--- config.mk ---
export PLATFORM = sky130hd
export DESIGN_NAME = gpio_irq_port
export DESIGN_NICKNAME = d
export VERILOG_FILES = /design/src/rtl/gpio_irq_pkg.sv /design/src/rtl/gpio_sync.sv /design/src/rtl/gpio_evt_detect.sv /design/src/rtl/gpio_regs.sv /design/src/rtl/gpio_irq_port.sv
export SDC_FILE = /design/constraint.sdc
export NUM_CORES = 1
export LEC_CHECK = 0
export BUFFER_PORTS_ARGS = -buffer_cell sky130_fd_sc_hd__clkbuf_2
export CORE_AREA = 5 5 187 189
export DETAILED_ROUTE_END_ITERATION = 16
export DIE_AREA = 0 0 192 194
export PLACE_DENSITY_LB_ADDON = 0.05
export SETUP_SLACK_MARGIN = 0.1
export SYNTH_ARGS = -nofsm -noshare
export SYNTH_HDL_FRONTEND = slang
export SYNTH_SLANG_ARGS = --single-unit
--- constraint.sdc ---
create_clock -name clk_i -period 1.8 [get_ports clk_i]
set_input_delay 0.27 -clock clk_i [delete_from_list [all_inputs] [get_ports clk_i]]
set_output_delay 0.27 -clock clk_i [all_outputs]
set_load 0.01 [all_outputs]
--- src/rtl/gpio_irq_pkg.sv ---
`timescale 1ns/1ps
package gpio_irq_pkg;
  typedef enum logic [1:0] {
    TRIG_LOW  = 2'b00,
    TRIG_HIGH = 2'b01,
    TRIG_RISE = 2'b10,
    TRIG_FALL = 2'b11
  } trig_e;

  localparam int W_DATA = 0;
  localparam int W_DIR  = 1;
  localparam int W_PAD  = 2;
  localparam int W_CFG0 = 3;
  localparam int W_CFG1 = 4;
  localparam int W_MASK = 5;
  localparam int W_STAT = 6;
  localparam int W_ANY  = 7;
endpackage

--- src/rtl/gpio_sync.sv ---
`timescale 1ns/1ps
module gpio_sync #(
  parameter int W      = 32,
  parameter int STAGES = 2
) (
  input  logic         clk_i,
  input  logic         rst_ni,
  input  logic [W-1:0] d_i,
  output logic [W-1:0] q_o
);
  logic [W-1:0] stage_q [STAGES];

  for (genvar s = 0; s < STAGES; s++) begin : g_stage
    always_ff @(posedge clk_i or negedge rst_ni) begin
      if (!rst_ni)     stage_q[s] <= '0;
      else if (s == 0) stage_q[s] <= d_i;
      else             stage_q[s] <= stage_q[(s == 0) ? 0 : s-1];
    end
  end

  assign q_o = stage_q[STAGES-1];
endmodule

--- src/rtl/gpio_evt_detect.sv ---
`timescale 1ns/1ps
module gpio_evt_detect
  import gpio_irq_pkg::*;
#(
  parameter int NPINS = 32
) (
  input  logic               clk_i,
  input  logic               rst_ni,
  input  logic [NPINS-1:0]   lvl_i,
  input  logic [2*NPINS-1:0] trig_i,
  input  logic [NPINS-1:0]   any_i,
  output logic [NPINS-1:0]   evt_o
);
  logic [NPINS-1:0] prev_q;

  always_ff @(posedge clk_i or negedge rst_ni) begin
    if (!rst_ni) prev_q <= '0;
    else         prev_q <= lvl_i;
  end

  for (genvar i = 0; i < NPINS; i++) begin : g_pin
    trig_e code;
    assign code = trig_e'(trig_i[2*i +: 2]);
    always_comb begin
      if (any_i[i]) begin
        evt_o[i] = lvl_i[i] ^ prev_q[i];
      end else begin
        unique case (code)
          TRIG_LOW:  evt_o[i] = ~lvl_i[i];
          TRIG_HIGH: evt_o[i] = lvl_i[i];
          TRIG_RISE: evt_o[i] = lvl_i[i] & ~prev_q[i];
          TRIG_FALL: evt_o[i] = ~lvl_i[i] & prev_q[i];
          default:   evt_o[i] = 1'b0;
        endcase
      end
    end

    // edge codes never fire while the level is steady
    assert_edge_quiet_R5: assert property (@(posedge clk_i) disable iff (!rst_ni)
      (!any_i[i] && trig_i[2*i+1] && lvl_i[i] == prev_q[i]) |-> !evt_o[i]);
  end
endmodule

--- src/rtl/gpio_regs.sv ---
`timescale 1ns/1ps
module gpio_regs
  import gpio_irq_pkg::*;
#(
  parameter int NPINS  = 32,
  parameter int ADDR_W = 6
) (
  input  logic               clk_i,
  input  logic               rst_ni,
  input  logic [ADDR_W-1:0]  addr_i,
  input  logic               we_i,
  input  logic [NPINS-1:0]   wdata_i,
  output logic [NPINS-1:0]   rdata_o,
  input  logic [NPINS-1:0]   lvl_i,
  input  logic [NPINS-1:0]   evt_i,
  output logic [NPINS-1:0]   data_o,
  output logic [NPINS-1:0]   dir_o,
  output logic [2*NPINS-1:0] cfg_o,
  output logic [NPINS-1:0]   any_o,
  output logic [NPINS-1:0]   mask_o,
  output logic [NPINS-1:0]   status_o
);
  localparam int WIDX_W    = ADDR_W - 2;
  localparam int NWORDS    = 1 << WIDX_W;
  localparam int CFG_WORDS = 2;

  logic [WIDX_W-1:0] widx;
  logic [NWORDS-1:0] sel;
  logic [NPINS-1:0]  data_q, dir_q, any_q, mask_q, status_q, clr;
  logic [2*NPINS-1:0] cfg_q;

  assign widx = addr_i[ADDR_W-1:2];

  for (genvar k = 0; k < NWORDS; k++) begin : g_sel
    assign sel[k] = we_i && (widx == WIDX_W'(k));
  end

  always_ff @(posedge clk_i or negedge rst_ni) begin
    if (!rst_ni) begin
      data_q <= '0;
      dir_q  <= '0;
      mask_q <= '0;
      any_q  <= '0;
    end else begin
      if (sel[W_DATA]) data_q <= wdata_i;
      if (sel[W_DIR])  dir_q  <= wdata_i;
      if (sel[W_MASK]) mask_q <= wdata_i;
      if (sel[W_ANY])  any_q  <= wdata_i;
    end
  end

  for (genvar c = 0; c < CFG_WORDS; c++) begin : g_cfg
    always_ff @(posedge clk_i or negedge rst_ni) begin
      if (!rst_ni)              cfg_q[c*NPINS +: NPINS] <= '0;
      else if (sel[W_CFG0 + c]) cfg_q[c*NPINS +: NPINS] <= wdata_i;
    end
  end

  assign clr = sel[W_STAT] ? wdata_i : '0;

  // set has priority over a simultaneous clear
  always_ff @(posedge clk_i or negedge rst_ni) begin
    if (!rst_ni) status_q <= '0;
    else         status_q <= (status_q & ~clr) | evt_i;
  end

  always_comb begin
    case (widx)
      WIDX_W'(W_DATA): rdata_o = data_q;
      WIDX_W'(W_DIR):  rdata_o = dir_q;
      WIDX_W'(W_PAD):  rdata_o = lvl_i;
      WIDX_W'(W_CFG0): rdata_o = cfg_q[0 +: NPINS];
      WIDX_W'(W_CFG1): rdata_o = cfg_q[NPINS +: NPINS];
      WIDX_W'(W_MASK): rdata_o = mask_q;
      WIDX_W'(W_STAT): rdata_o = status_q;
      WIDX_W'(W_ANY):  rdata_o = any_q;
      default:         rdata_o = '0;
    endcase
  end

  assign data_o   = data_q;
  assign dir_o    = dir_q;
  assign cfg_o    = cfg_q;
  assign any_o    = any_q;
  assign mask_o   = mask_q;
  assign status_o = status_q;

  assert_dir_write_R1: assert property (@(posedge clk_i) disable iff (!rst_ni)
    (we_i && widx == WIDX_W'(W_DIR)) |=> dir_o == $past(wdata_i));

  for (genvar i = 0; i < NPINS; i++) begin : g_chk
    assert_status_hold_R7: assert property (@(posedge clk_i) disable iff (!rst_ni)
      (status_o[i] && !(we_i && widx == WIDX_W'(W_STAT) && wdata_i[i])) |=> status_o[i]);
  end
endmodule

--- src/rtl/gpio_irq_port.sv ---
`timescale 1ns/1ps
module gpio_irq_port
  import gpio_irq_pkg::*;
#(
  parameter int NPINS  = 32,
  parameter int ADDR_W = 6,
  parameter int SYNC_N = 2
) (
  input  logic              clk_i,
  input  logic              rst_ni,
  input  logic [ADDR_W-1:0] bus_addr_i,
  input  logic              bus_we_i,
  input  logic [NPINS-1:0]  bus_wdata_i,
  output logic [NPINS-1:0]  bus_rdata_o,
  input  logic [NPINS-1:0]  pad_in_i,
  output logic [NPINS-1:0]  pad_out_o,
  output logic [NPINS-1:0]  pad_oe_o,
  output logic              irq_lo_o,
  output logic              irq_hi_o
);
  localparam int NGRP  = 2;
  localparam int GRP_W = NPINS / NGRP;

  logic [NPINS-1:0]   lvl, evt, any_q, mask_q, status_q, pend;
  logic [2*NPINS-1:0] cfg_q;
  logic [NGRP-1:0]    irq_grp;

  gpio_sync #(.W(NPINS), .STAGES(SYNC_N)) u_sync (
    .clk_i (clk_i),
    .rst_ni(rst_ni),
    .d_i   (pad_in_i),
    .q_o   (lvl)
  );

  gpio_evt_detect #(.NPINS(NPINS)) u_detect (
    .clk_i (clk_i),
    .rst_ni(rst_ni),
    .lvl_i (lvl),
    .trig_i(cfg_q),
    .any_i (any_q),
    .evt_o (evt)
  );

  gpio_regs #(.NPINS(NPINS), .ADDR_W(ADDR_W)) u_regs (
    .clk_i   (clk_i),
    .rst_ni  (rst_ni),
    .addr_i  (bus_addr_i),
    .we_i    (bus_we_i),
    .wdata_i (bus_wdata_i),
    .rdata_o (bus_rdata_o),
    .lvl_i   (lvl),
    .evt_i   (evt),
    .data_o  (pad_out_o),
    .dir_o   (pad_oe_o),
    .cfg_o   (cfg_q),
    .any_o   (any_q),
    .mask_o  (mask_q),
    .status_o(status_q)
  );

  assign pend = status_q & mask_q;

  for (genvar g = 0; g < NGRP; g++) begin : g_irq
    assign irq_grp[g] = |pend[g*GRP_W +: GRP_W];
  end

  assign irq_lo_o = irq_grp[0];
  assign irq_hi_o = irq_grp[NGRP-1];

  assert_mask_gate_R8: assert property (@(posedge clk_i) disable iff (!rst_ni)
    (mask_q == '0) |-> !(irq_lo_o || irq_hi_o));

  for (genvar i = 0; i < NPINS; i++) begin : g_pin_chk
    assert_level_high_R4: assert property (@(posedge clk_i) disable iff (!rst_ni)
      (!any_q[i] && cfg_q[2*i +: 2] == TRIG_HIGH && lvl[i]) |=> status_q[i]);
    assert_level_low_R4: assert property (@(posedge clk_i) disable iff (!rst_ni)
      (!any_q[i] && cfg_q[2*i +: 2] == TRIG_LOW && !lvl[i]) |=> status_q[i]);
    assert_any_edge_R6: assert property (@(posedge clk_i) disable iff (!rst_ni)
      (any_q[i] && lvl[i] != $past(lvl[i])) |=> status_q[i]);
  end
endmodule

==> impl_results.md, run 1 <==
* Outcome: finished, violations left
* Failing checks: setup timing
* Multi-input logic area at 5990 um2
* Max-cap check violation count at 0
* CTS sink cnt at 320
* Layout Skew at 0.00786 ns
* Vias in the first global route at 10,985
* Clock root cell: clkbuf_16
* Post-Route WL at 43,300 um
* Io pins at 171
* Post-synthesis sequential element count at 320
* Final number of hold-violating endpoints at 0
* Placed cells at 1,791
* Fin Hold WS at 0.0738 ns
* Overall global routing resource usage at 23.2%
* Area growth, synth to finish at 26.9%
* Cells after Synth at 1,159
* Num CTS Buffers at 38
* Row count at 67
* Post-DRT Antenna Nets at 0
* Initial antenna violation count at 1
* Syn nets at 1,296
* Worst-path clk slew at 0.06 ns
* Leading cell type in the layout, fill and taps excluded: dfrtp_1
* Global-route wire length before repair at 67,000 um
* Post-route insts no fill at 1,913
* Max-slew headroom at 64.6%
* Layout fillers at 2,872
* Grt ovf at 0
* Worst Hold Class: in -> reg
* Commonest non-fill, non-tap cells in the layout: 316 x dfrtp_1, 163 x clkbuf_2, 150 x mux2_2
* Leakage at 8.63 nW
* Max FO, Critical Path at 2
* Storage cell area at 8010 um2
* Die span in x at 192 um
* Mean area per synthesized cell at 12.6 um2
* Vias/cell at 5.53
* Mapped Area at 14,600 um2
* Starting Density at 44.1%
* Core Box Area at 33,100 um2
* Die area at 37,200 um2
* Final WS setup at -0.420 ns
* CP Class: reg -> out
* CTS H-Tree Depth at 2
* Post-DP Area at 16,700 um2
* Drt wl/cell at 22.6 um
* Fmax at 450 MHz
* Via count at 10,585
* Max Slew Vio Count at 0
* Worst-Margin Slew at 0.531 ns
* CTS tree: done
* Routability Congestion at 0.819
* First-pass DRT Iterations at 5
* Critical Path RT at 1.53 ns
* # DRC at 0
* Largest net degree at the start of global routing at 52
* Worst IR Drop VDD at 683 uV
* Fin area at 18,500 um2
* Nets@finish at 1,572
* Distinct cells, synth at 38
* Ys Warns at 0
* Fin crit period at 2.22 ns
* Critical path endpoint category: primary output
* Share of cells above drive strength 1 at 33.4%
* RSZ-0062 raised after global routing: yes
* Register area share after synthesis at 54.9%
* Hpwl dp at 30,400 um
* Crit path DAT at 1.95 ns
* First DRT Iteration DRCs at 599
* Clk Latency, worst-skew pair at 0.52 ns
* Clk buf depth at 3
* Port Buffers at 168
* CP Launch Type: register
* Final setup vio count at 34
* PwrDens at 1130 nW/um2
* Die height at 194 um
* Final period utilization at 123%
* Setup TNS at -7.61 ns
[cell families after synthesis]
family / synth area share (%)
xor+xnor: 1.20
buf+inv: 4.40
fa+ha+maj: 5.49
compound gates: 13.2
mux: 16.4
flops: 54.9
simple gates: 4.48
[what timing repair did]
item / 4_1_cts / 5_1_grt
gates resized for setup: 11 / 6
pin swaps: 25 / 22
endpoints found under the hold margin: 65 / 0
hold buffers: 33 / 0
buffers inserted: 14 / 5
endpoints found under the setup margin: 34 / 34
[state kept, by name, indices dropped and copies added, names as in the netlist]
register and cells:
u_regs.dir_o 32, u_regs.data_o 32, u_regs.cfg_o 64, u_regs.status_o 32
u_regs.mask_o 32, u_sync.q_o 32, u_detect.prev_q 32, u_sync.stage_q 32
u_regs.any_o 32
[layer usage]
layer | track usage, % | wire, um | share of wire [%] | vias to the layer above
li1 | - | - | - | 4817
met5 | 0 | 0 | 0 | -
met2 | 37.7 | 20600 | 48 | 273
met3 | 3.62 | 2180 | 5.0 | 74
met1 | 32.7 | 19500 | 45 | 5421
met4 | 6.00 | 1050 | 2.4 | 0
[Yosys cell counts]
cell	count	share of area (%)
nor4b_4	1	0.16
nand2_2	1	0.043
nor4_1	2	0.086
clkbuf_1	23	0.59
nor2b_1	11	0.47
ha_1	64	5.5
nand2b_4	1	0.094
buf_2	30	1.0
nand2_1	70	1.8
a211oi_1	4	0.21
nor3b_4	1	0.13
xnor2_1	20	1.2
nor2_2	1	0.043
buf_4	1	0.051
nor4b_1	1	0.060
o21ai_0	21	0.72
nor2_1	4	0.10
a221o_1	2	0.14
dfrtp_1	320	55
and2_0	1	0.043
nand4_1	2	0.086
mux2_2	150	12
a22oi_1	62	3.2
inv_1	106	2.7
a222oi_1	32	2.2
a221oi_1	9	0.54
nor3_4	1	0.11
mux2i_1	23	1.6
nor3_2	1	0.069
mux2_1	42	3.2
nand3_1	31	1.1
and4b_1	1	0.069
a22o_1	59	3.5
nand3b_1	1	0.051
a211o_1	10	0.60
a2111oi_0	10	0.60
o22ai_1	10	0.43
a21oi_1	30	1.0
[metrics by stage]
| stage | power, W | worst slack, ns | util [%] |
|---|---|---|---|
| after detailed placement | 0.0132 | -0.241 | 50.5 |
| final | 0.0209 | -0.420 | 56.0 |
| after global placement | 0.0131 | -0.255 | 50.5 |
| after global routing | 0.0219 | -0.480 | 55.9 |
| after CTS | 0.0211 | -0.414 | 55.8 |
| after floorplan | 0.0114 | 0.109 | - |
[layout make-up]
| type | count | area share, % |
|---|---|---|
| antenna | 1 | 0.0135 |
| clock buffer | 59 | 6.43 |
| clock inverter | 10 | 0.459 |
| inverter | 106 | 2.15 |
| multi-input combinational | 679 | 32.3 |
| sequential | 320 | 43.2 |
| tap | 448 | 3.03 |
| timing repair buffer | 290 | 12.3 |
[critical path, stage by stage (launching register included)]
cell	delay (ns)
dfrtp_1	0.39
a22o_1	0.21
a222oi_1	0.46
nand3_1	0.19
buf_2	0.18
[report_power, final]
group | internal [W] | leakage, nW | total (W) | switching (W)
Clock | 0.00469 | 0.635 | 0.00773 | 0.00303
Combinational | 0.00192 | 4.24 | 0.00355 | 0.00163
Sequential | 0.00834 | 3.76 | 0.00964 | 0.00129
[path summary, 6_finish.rpt]
check                                     from                   to  slack, ns  cells after the start
max in group asynchronous               rst_ni  u_regs.status_o[18]       0.89                      3
setup / recovery           u_regs.status_o[19]      bus_rdata_o[19]      -0.42                      4
min in group asynchronous               rst_ni       u_sync.q_o[22]       0.32                      2
hold reg to reg             u_sync.stage_q[60]       u_sync.q_o[28]       0.34                      0
setup reg to reg                u_sync.q_o[31]  u_regs.status_o[31]       0.44                      4
hold / removal                 bus_wdata_i[16]     u_regs.dir_o[16]       0.07                      2
Power figures use the tool's default switching activity.
==> inputs of run 2 (changes only) <==
==> constraint.sdc (replaced) <==
create_clock -name clk_i -period 2.6 [get_ports clk_i]
set_input_delay 0.39 -clock clk_i [delete_from_list [all_inputs] [get_ports clk_i]]
set_output_delay 0.39 -clock clk_i [all_outputs]
set_load 0.01 [all_outputs]
==> run 2 against run 1 <==
  * The flow now finishes without violations
  * Combinational power decreased by 35%
  * Utilization is 2.4 points lower
  * Clock power down 33%
  * Cell count decreased by 3.1%
  * Wire length decreased by 2.1%
  * Critical path depth stayed put
  * Register-to-register slack better by 0.81 ns
==> impl_results.md, run 2 (same netlist as run 1, synthesis figures left out) <==
* Outcome: completed (was finished, violations left)
* Share of cells above drive strength 1 at 29.6% (was 33.4%)
* First-pass DRT Iterations at 7 (was 5)
* Die area at 37,200 um2 (unchanged)
* Layout Skew at 0.0104 ns (was 0.00786 ns)
* Switching portion of total power at 28.4% (was 28.5%)
* Nets@finish at 1,517 (was 1,572)
* RSZ-0062 raised after global routing: no (was yes)
* Global-route wire length before repair at 66,700 um (was 67,000 um)
* Layout fillers at 2,940 (was 2,872)
* Number of flip-flops in the largest register at 64 (unchanged)
* Worst Path Buf+Inv at 1 (unchanged)
* Num CTS Buffers at 38 (unchanged)
* # DRC at 0 (unchanged)
* Critical Path RT at 2.21 ns (was 1.53 ns)
* Fin crit period at 2.52 ns
* Crit path DAT at 2.13 ns (was 1.95 ns)
* Vias in the first global route at 11,035 (was 10,985)
* Starting Density at 44.1% (unchanged)
* Clk buf depth at 3 (unchanged)
* CTS-repair resized insts at 0 (was 11)
* Worst-Margin Slew at 0.628 ns (was 0.531 ns)
* First DRT Iteration DRCs at 845 (was 599)
* Worst-path clk slew at 0.06 ns (about the same)
* CTS sink cnt at 320 (unchanged)
* Comb power frac at 16.3% (was 17.0%)
* Max FO, Critical Path at 3 (was 2)
* Critical path endpoint category: primary output (unchanged)
* Post-route insts no fill at 1,854 (was 1,913)
* Commonest non-fill, non-tap cells in the layout: 320 x dfrtp_1, 167 x clkbuf_2, 150 x mux2_2 (was 316 x dfrtp_1, 163 x clkbuf_2, 150 x mux2_2)
* Int Pwr at 0.0101 W (was 0.0150 W)
* Max-slew headroom at 58.1% (was 64.6%)
* CP max-delay cell: a221oi_1 (was a222oi_1)
* Final setup vio count at 0 (was 34)
* Vias/cell at 5.63 (was 5.53)
* Leakage at 8.22 nW (was 8.63 nW)
* CP Launch Type: register (unchanged)
* Worst path max stage delay at 0.51 ns (was 0.46 ns)
* Final period utilization at 97.0%
* Storage cell area at 8010 um2 (about the same)
* Row count at 67 (unchanged)
* Clock root cell: clkbuf_16 (unchanged)
* CTS H-Tree Depth at 2 (unchanged)
* Via count at 10,435 (was 10,585)
* Leading cell type in the layout, fill and taps excluded: dfrtp_1 (unchanged)
* Area growth, synth to finish at 21.6% (was 26.9%)
* Port Buffers at 168 (unchanged)
* Core Box Area at 33,100 um2 (unchanged)
* Worst Hold Class: in -> reg (unchanged)
* CP Class: reg -> out (unchanged)
* CTS tree: done (unchanged)
* PwrDens at 796 nW/um2 (was 1130 nW/um2)
* Hpwl dp at 28,300 um (was 30,400 um)
* Worst path top cell family by delay: compound AO/OA/AOI/OAI gates (unchanged)
* Part of the power in registers at 47.1% (was 46.1%)
* Setup TNS at 0 ns (was -7.61 ns)
* ANT cells at 0 (was 1)
* Multi-input logic area at 5960 um2 (was 5990 um2)
* Max Slew Vio Count at 0 (unchanged)
* Clk Latency, worst-skew pair at 0.52 ns (about the same)
* Placed cells at 1,755 (was 1,791)
* Number of setup buffers added after CTS at 0 (was 14)
* Net Sw Power at 0.00401 W (was 0.00596 W)
* Largest net degree at the start of global routing at 65 (was 52)
* Worst path cell trace: a22o_1 -> a221oi_1 -> nand4_1 -> clkbuf_2 (was a22o_1 -> a222oi_1 -> nand3_1 -> buf_2)
* Overall global routing resource usage at 22.9% (was 23.2%)
* Worst IR Drop VDD at 500 uV (was 683 uV)
* Final number of hold-violating endpoints at 0 (unchanged)
* Drt wl/cell at 22.9 um (was 22.6 um)
* Routability Congestion at 0.788 (was 0.819)
* Clock share of power at 36.5% (was 37.0%)
* Post-DRT Antenna Nets at 0 (unchanged)
* Max-cap check violation count at 0 (unchanged)
* Grt ovf at 0 (unchanged)
* Fmax at 397 MHz
* Io pins at 171 (unchanged)
* Die height at 194 um (unchanged)
* Initial antenna violation count at 0 (was 1)
* Post-Route WL at 42,400 um (was 43,300 um)
* Die span in x at 192 um (unchanged)
run 2: cell count changes in the layout (fill, tap and decap cells not counted), moves of 3 or more:
cell,before,now
a221oi_2,4,0
dfrtp_2,4,0
buf_12,34,13
buf_2,4,0
dfrtp_1,316,320
clkbuf_1,6,12
clkbuf_8,14,9
buf_6,3,0
buf_4,52,21
a221oi_1,5,9
clkinv_2,6,3
clkbuf_2,163,167
run 2: cell type report:
cell class | instances | area share (%)
Clock buffer | 62 | 6.73
Inverter | 106 | 2.24
Tap cell | 448 | 3.16
Timing Repair Buffer | 235 | 9.01
Multi-Input combinational cell | 679 | 33.6
Sequential cell | 320 | 45.1
Clock inverter | 4 | 0.127
run 2: repair_timing:
item | in CTS | in global routing
hold buffers | 33 | 0
hold endpoints to repair | 90 | 0
setup endpoints to repair | 0 | 0
run 2: through the flow:
| stage | total power, W | util (%) | setup slack [ns] | cell area (um2) | hold WS (ns) |
|---|---|---|---|---|---|
| finish | 0.0141 | 53.6 | 0.0790 | 17700 | 0.185 |
| global route | 0.0149 | 53.6 | 0.131 | 17700 | 0.195 |
| CTS | 0.0143 | 53.6 | 0.158 | 17700 | 0.182 |
| detailed placement | 0.00904 | 48.9 | 0.336 | 16200 | 0.335 |
| global placement | 0.00897 | 48.9 | 0.323 | 16200 | 0.332 |
| floorplan | 0.00787 | - | 0.563 | 14600 | 0.0944 |
run 2: power groups by stage:
| stage | registers [W] | clock network, W | logic, W |
|---|---|---|---|
| floorplan | 0.00651 | 0 | 0.00136 |
| global placement | 0.00672 | 0 | 0.00225 |
| detailed placement | 0.00675 | 0 | 0.00230 |
| CTS | 0.00666 | 0.00529 | 0.00235 |
| global route | 0.00677 | 0.00552 | 0.00258 |
| finish | 0.00666 | 0.00516 | 0.00231 |
run 2: worst paths after layout:
path,slack [ns],depth (start not counted),endpoint,start
setup / recovery,0.08,4,irq_hi_o,u_regs.mask_o[30]
hold / removal,0.18,2,u_regs.dir_o[4],bus_wdata_i[4]
setup reg to reg,1.25,4,u_regs.status_o[15],u_sync.q_o[15]
hold reg to reg,0.34,0,u_sync.q_o[30],u_sync.stage_q[62]
max in group asynchronous,1.44,3,u_regs.data_o[6],rst_ni
min in group asynchronous,0.42,2,u_sync.stage_q[54],rst_ni
run 2: metal layers:
| layer | vias to the layer above | global-route usage, % | share of wire (%) |
|---|---|---|---|
| met1 | 5375 | 32.9 | 45 |
| li1 | 4689 | - | - |
| met3 | 58 | 4.54 | 6.0 |
| met2 | 313 | 36.1 | 47 |
| met5 | - | 0 | 0 |
| met4 | 0 | 5.34 | 2.0 |
==> inputs of run 3 (changes only) <==
--- a/config.mk
+++ b/config.mk
@@ -9,7 +9,8 @@
 export CORE_AREA = 5 5 187 189
 export DETAILED_ROUTE_END_ITERATION = 16
 export DIE_AREA = 0 0 192 194
-export PLACE_DENSITY_LB_ADDON = 0.05
+export HOLD_SLACK_MARGIN = 0.1
+export PLACE_DENSITY = 0.69
 export SETUP_SLACK_MARGIN = 0.1
 export SYNTH_ARGS = -nofsm -noshare
 export SYNTH_HDL_FRONTEND = slang
==> run 3 against run 2 <==
  * Die area is the same
  * Clock power shrank 0.8%
  * Global-route usage shrank 1.2 points
  * Setup slack gained 0.13 ns
  * Clock-buffer cell count shrank 13
  * Non-clock buffer count grew 7
  * Via count grew 1.0%
==> impl_results.md, run 3 (same netlist as run 1, synthesis figures left out) <==
* Vias in the first global route at 11,094 (was 11,035)
* Io pins at 171 (unchanged)
* Vias/cell at 5.69 (was 5.63)
* CTS H-Tree Depth at 2 (unchanged)
* Final period utilization at 92.1% (was 97.0%)
* Max-cap check violation count at 0 (unchanged)
* Commonest non-fill, non-tap cells in the layout: 320 x dfrtp_1, 167 x clkbuf_2, 150 x mux2_2 (unchanged)
* Worst IR Drop VDD at 404 uV (was 500 uV)
* Clock root cell: clkbuf_16 (unchanged)
* Largest net degree at the start of global routing at 75 (was 65)
* Placement Setup Slack at -0.0550 ns (was 0.336 ns)
* Total power at 0.0141 W (about the same)
* Worst-path clk slew at 0.06 ns (about the same)
* # DRC at 0 (unchanged)
* FF-to-FF End: u_regs.status_o[23] (was u_regs.status_o[15])
* Fin area at 17,700 um2 (about the same)
* Max Slew Vio Count at 0 (unchanged)
* Crit path DAT at 2.01 ns (was 2.13 ns)
* Max FO, Critical Path at 3 (unchanged)
* Critical path endpoint category: primary output (unchanged)
* Die span in x at 192 um (unchanged)
* Crit path launch: u_regs.mask_o[16] (was u_regs.mask_o[30])
* Share of cells above drive strength 1 at 30.2% (was 29.6%)
* Critical Path RT at 2.21 ns (about the same)
* Starting Density at 44.1% (unchanged)
* Worst Hold Class: in -> reg (unchanged)
* Reg2Reg Depth at 4 (unchanged)
* RSZ-0062 raised after global routing: no (unchanged)
* Hold Startpoint: bus_wdata_i[13] (was bus_wdata_i[4])
* Final WS setup at 0.205 ns (was 0.0790 ns)
* Via count at 10,542 (was 10,435)
* Clk buf depth at 3 (unchanged)
* FF-to-FF setup slack at 1.13 ns (was 1.25 ns)
* Drt wl/cell at 21.9 um (was 22.9 um)
* Hpwl dp at 28,500 um (was 28,300 um)
* Multi-input logic area at 5970 um2 (was 5960 um2)
* Core Box Area at 33,100 um2 (unchanged)
* Port Buffers at 168 (unchanged)
* Leakage at 8.23 nW (was 8.22 nW)
* Number of setup buffers added after CTS at 0 (unchanged)
* Layout Skew at 0.0211 ns (was 0.0104 ns)
* CP Class: reg -> out (unchanged)
* Met3 Routed Length at 2750 um (was 2540 um)
* Post-DRT Antenna Nets at 0 (unchanged)
* Post-Route WL at 40,700 um (was 42,400 um)
* Overall global routing resource usage at 21.8% (was 22.9%)
* Final setup vio count at 0 (unchanged)
* Leading cell type in the layout, fill and taps excluded: dfrtp_1 (unchanged)
* First DRT Iteration DRCs at 926 (was 845)
* Post-DP Area at 16,200 um2 (about the same)
* Routability Congestion at 0.848 (was 0.788)
* Layout fillers at 2,825 (was 2,940)
* CP Launch Type: register (unchanged)
* Initial antenna violation count at 1 (was 0)
* Reg2reg start: u_sync.q_o[23] (was u_sync.q_o[15])
* Die height at 194 um (unchanged)
* Storage cell area at 8010 um2 (unchanged)
* Met2 wire len at 19,900 um (was 19,700 um)
* Clk Latency, worst-skew pair at 0.53 ns (was 0.52 ns)
* Die area at 37,200 um2 (unchanged)
* Outcome: completed (unchanged)
* Nets@finish at 1,522 (was 1,517)
* Number of flip-flops in the largest register at 64 (unchanged)
* Num CTS Buffers at 36 (was 38)
* Worst setup path end: irq_hi_o (unchanged)
* M1 wire length at 17,000 um (was 19,200 um)
* ANT cells at 0 (unchanged)
* CTS tree: done (unchanged)
* First-pass DRT Iterations at 7 (unchanged)
* Worst-Margin Slew at 0.824 ns (was 0.628 ns)
* Max-slew headroom at 45.0% (was 58.1%)
* Area growth, synth to finish at 21.3% (was 21.6%)
* PwrDens at 796 nW/um2 (about the same)
* Fin crit period at 2.40 ns (was 2.52 ns)
* CTS sink cnt at 320 (unchanged)
* Grt ovf at 0 (unchanged)
* Top Layer Used: met5 (was met4)
* Row count at 67 (unchanged)
* Fin Hold WS at 0.200 ns (was 0.185 ns)
* Final number of hold-violating endpoints at 0 (unchanged)
* Global-route wire length before repair at 63,600 um (was 66,700 um)
* Fmax at 417 MHz (was 397 MHz)
## run 3: cell count changes in the layout (fill, tap and decap cells not counted), moves of 2 or more
cell / delta
buf_4: +13
clkbuf_1: -8
buf_12: -6
clkbuf_16: -4
bufinv_16: +3
clkinv_2: +2
inv_6: +2
nor2_2: -2
nor2_4: +2
## run 3: metrics by stage
stage | setup TNS [ns] | std cells | util [%]
6_report | 0 | 1854 | 53.5
4_1_cts | 0 | 1854 | 53.4
5_1_grt | 0 | 1854 | 53.5
2_1_floorplan | 0 | 1159 | -
3_3_place_gp | -0.117 | 1762 | 48.9
3_5_place_dp | -0.108 | 1762 | 48.9
## run 3: critical path, stage by stage (launching register included)
cell,delay (ns)
dfrtp_1,0.41
a22o_1,0.22
a221oi_1,0.41
nand4_1,0.25
clkbuf_2,0.19
## run 3: worst min path at each step
stage	endpoint	cells after the start
floorplan	u_detect.prev_q[0]	0
global placement	u_regs.data_o[30]	1
detailed placement	u_sync.q_o[16]	0
CTS	u_regs.dir_o[3]	2
global route	u_regs.dir_o[3]	2
finish	u_regs.dir_o[13]	2
## run 3: per-layer routing
metal  vias up  global-route usage, %
met5         -                      0
met4         2                   6.52
met3        75                   3.71
met2       403                   36.3
met1      5374                   29.3
li1       4688                      -
## run 3: area by class of cell
cell class / count / share of cell area, %
tap: 448 / 3.17
timing repair buffer: 242 / 8.91
multi-input combinational: 679 / 33.8
inverter: 106 / 2.25
clock buffer: 49 / 5.94
sequential: 320 / 45.2
clock inverter: 10 / 0.749
## run 3: repair_timing
action | CTS | global route
pin swaps | 0 | 0
endpoints found under the setup margin | 10 | 8
resized for setup | 1 | 1
hold endpoints to repair | 75 | 0
hold buffers | 33 | 0
## run 3: power breakdown
part / internal, W / switching [W]
clock: 0.00311 / 0.00201
combinational: 0.00121 / 0.00109
sequential: 0.00578 / 0.000890
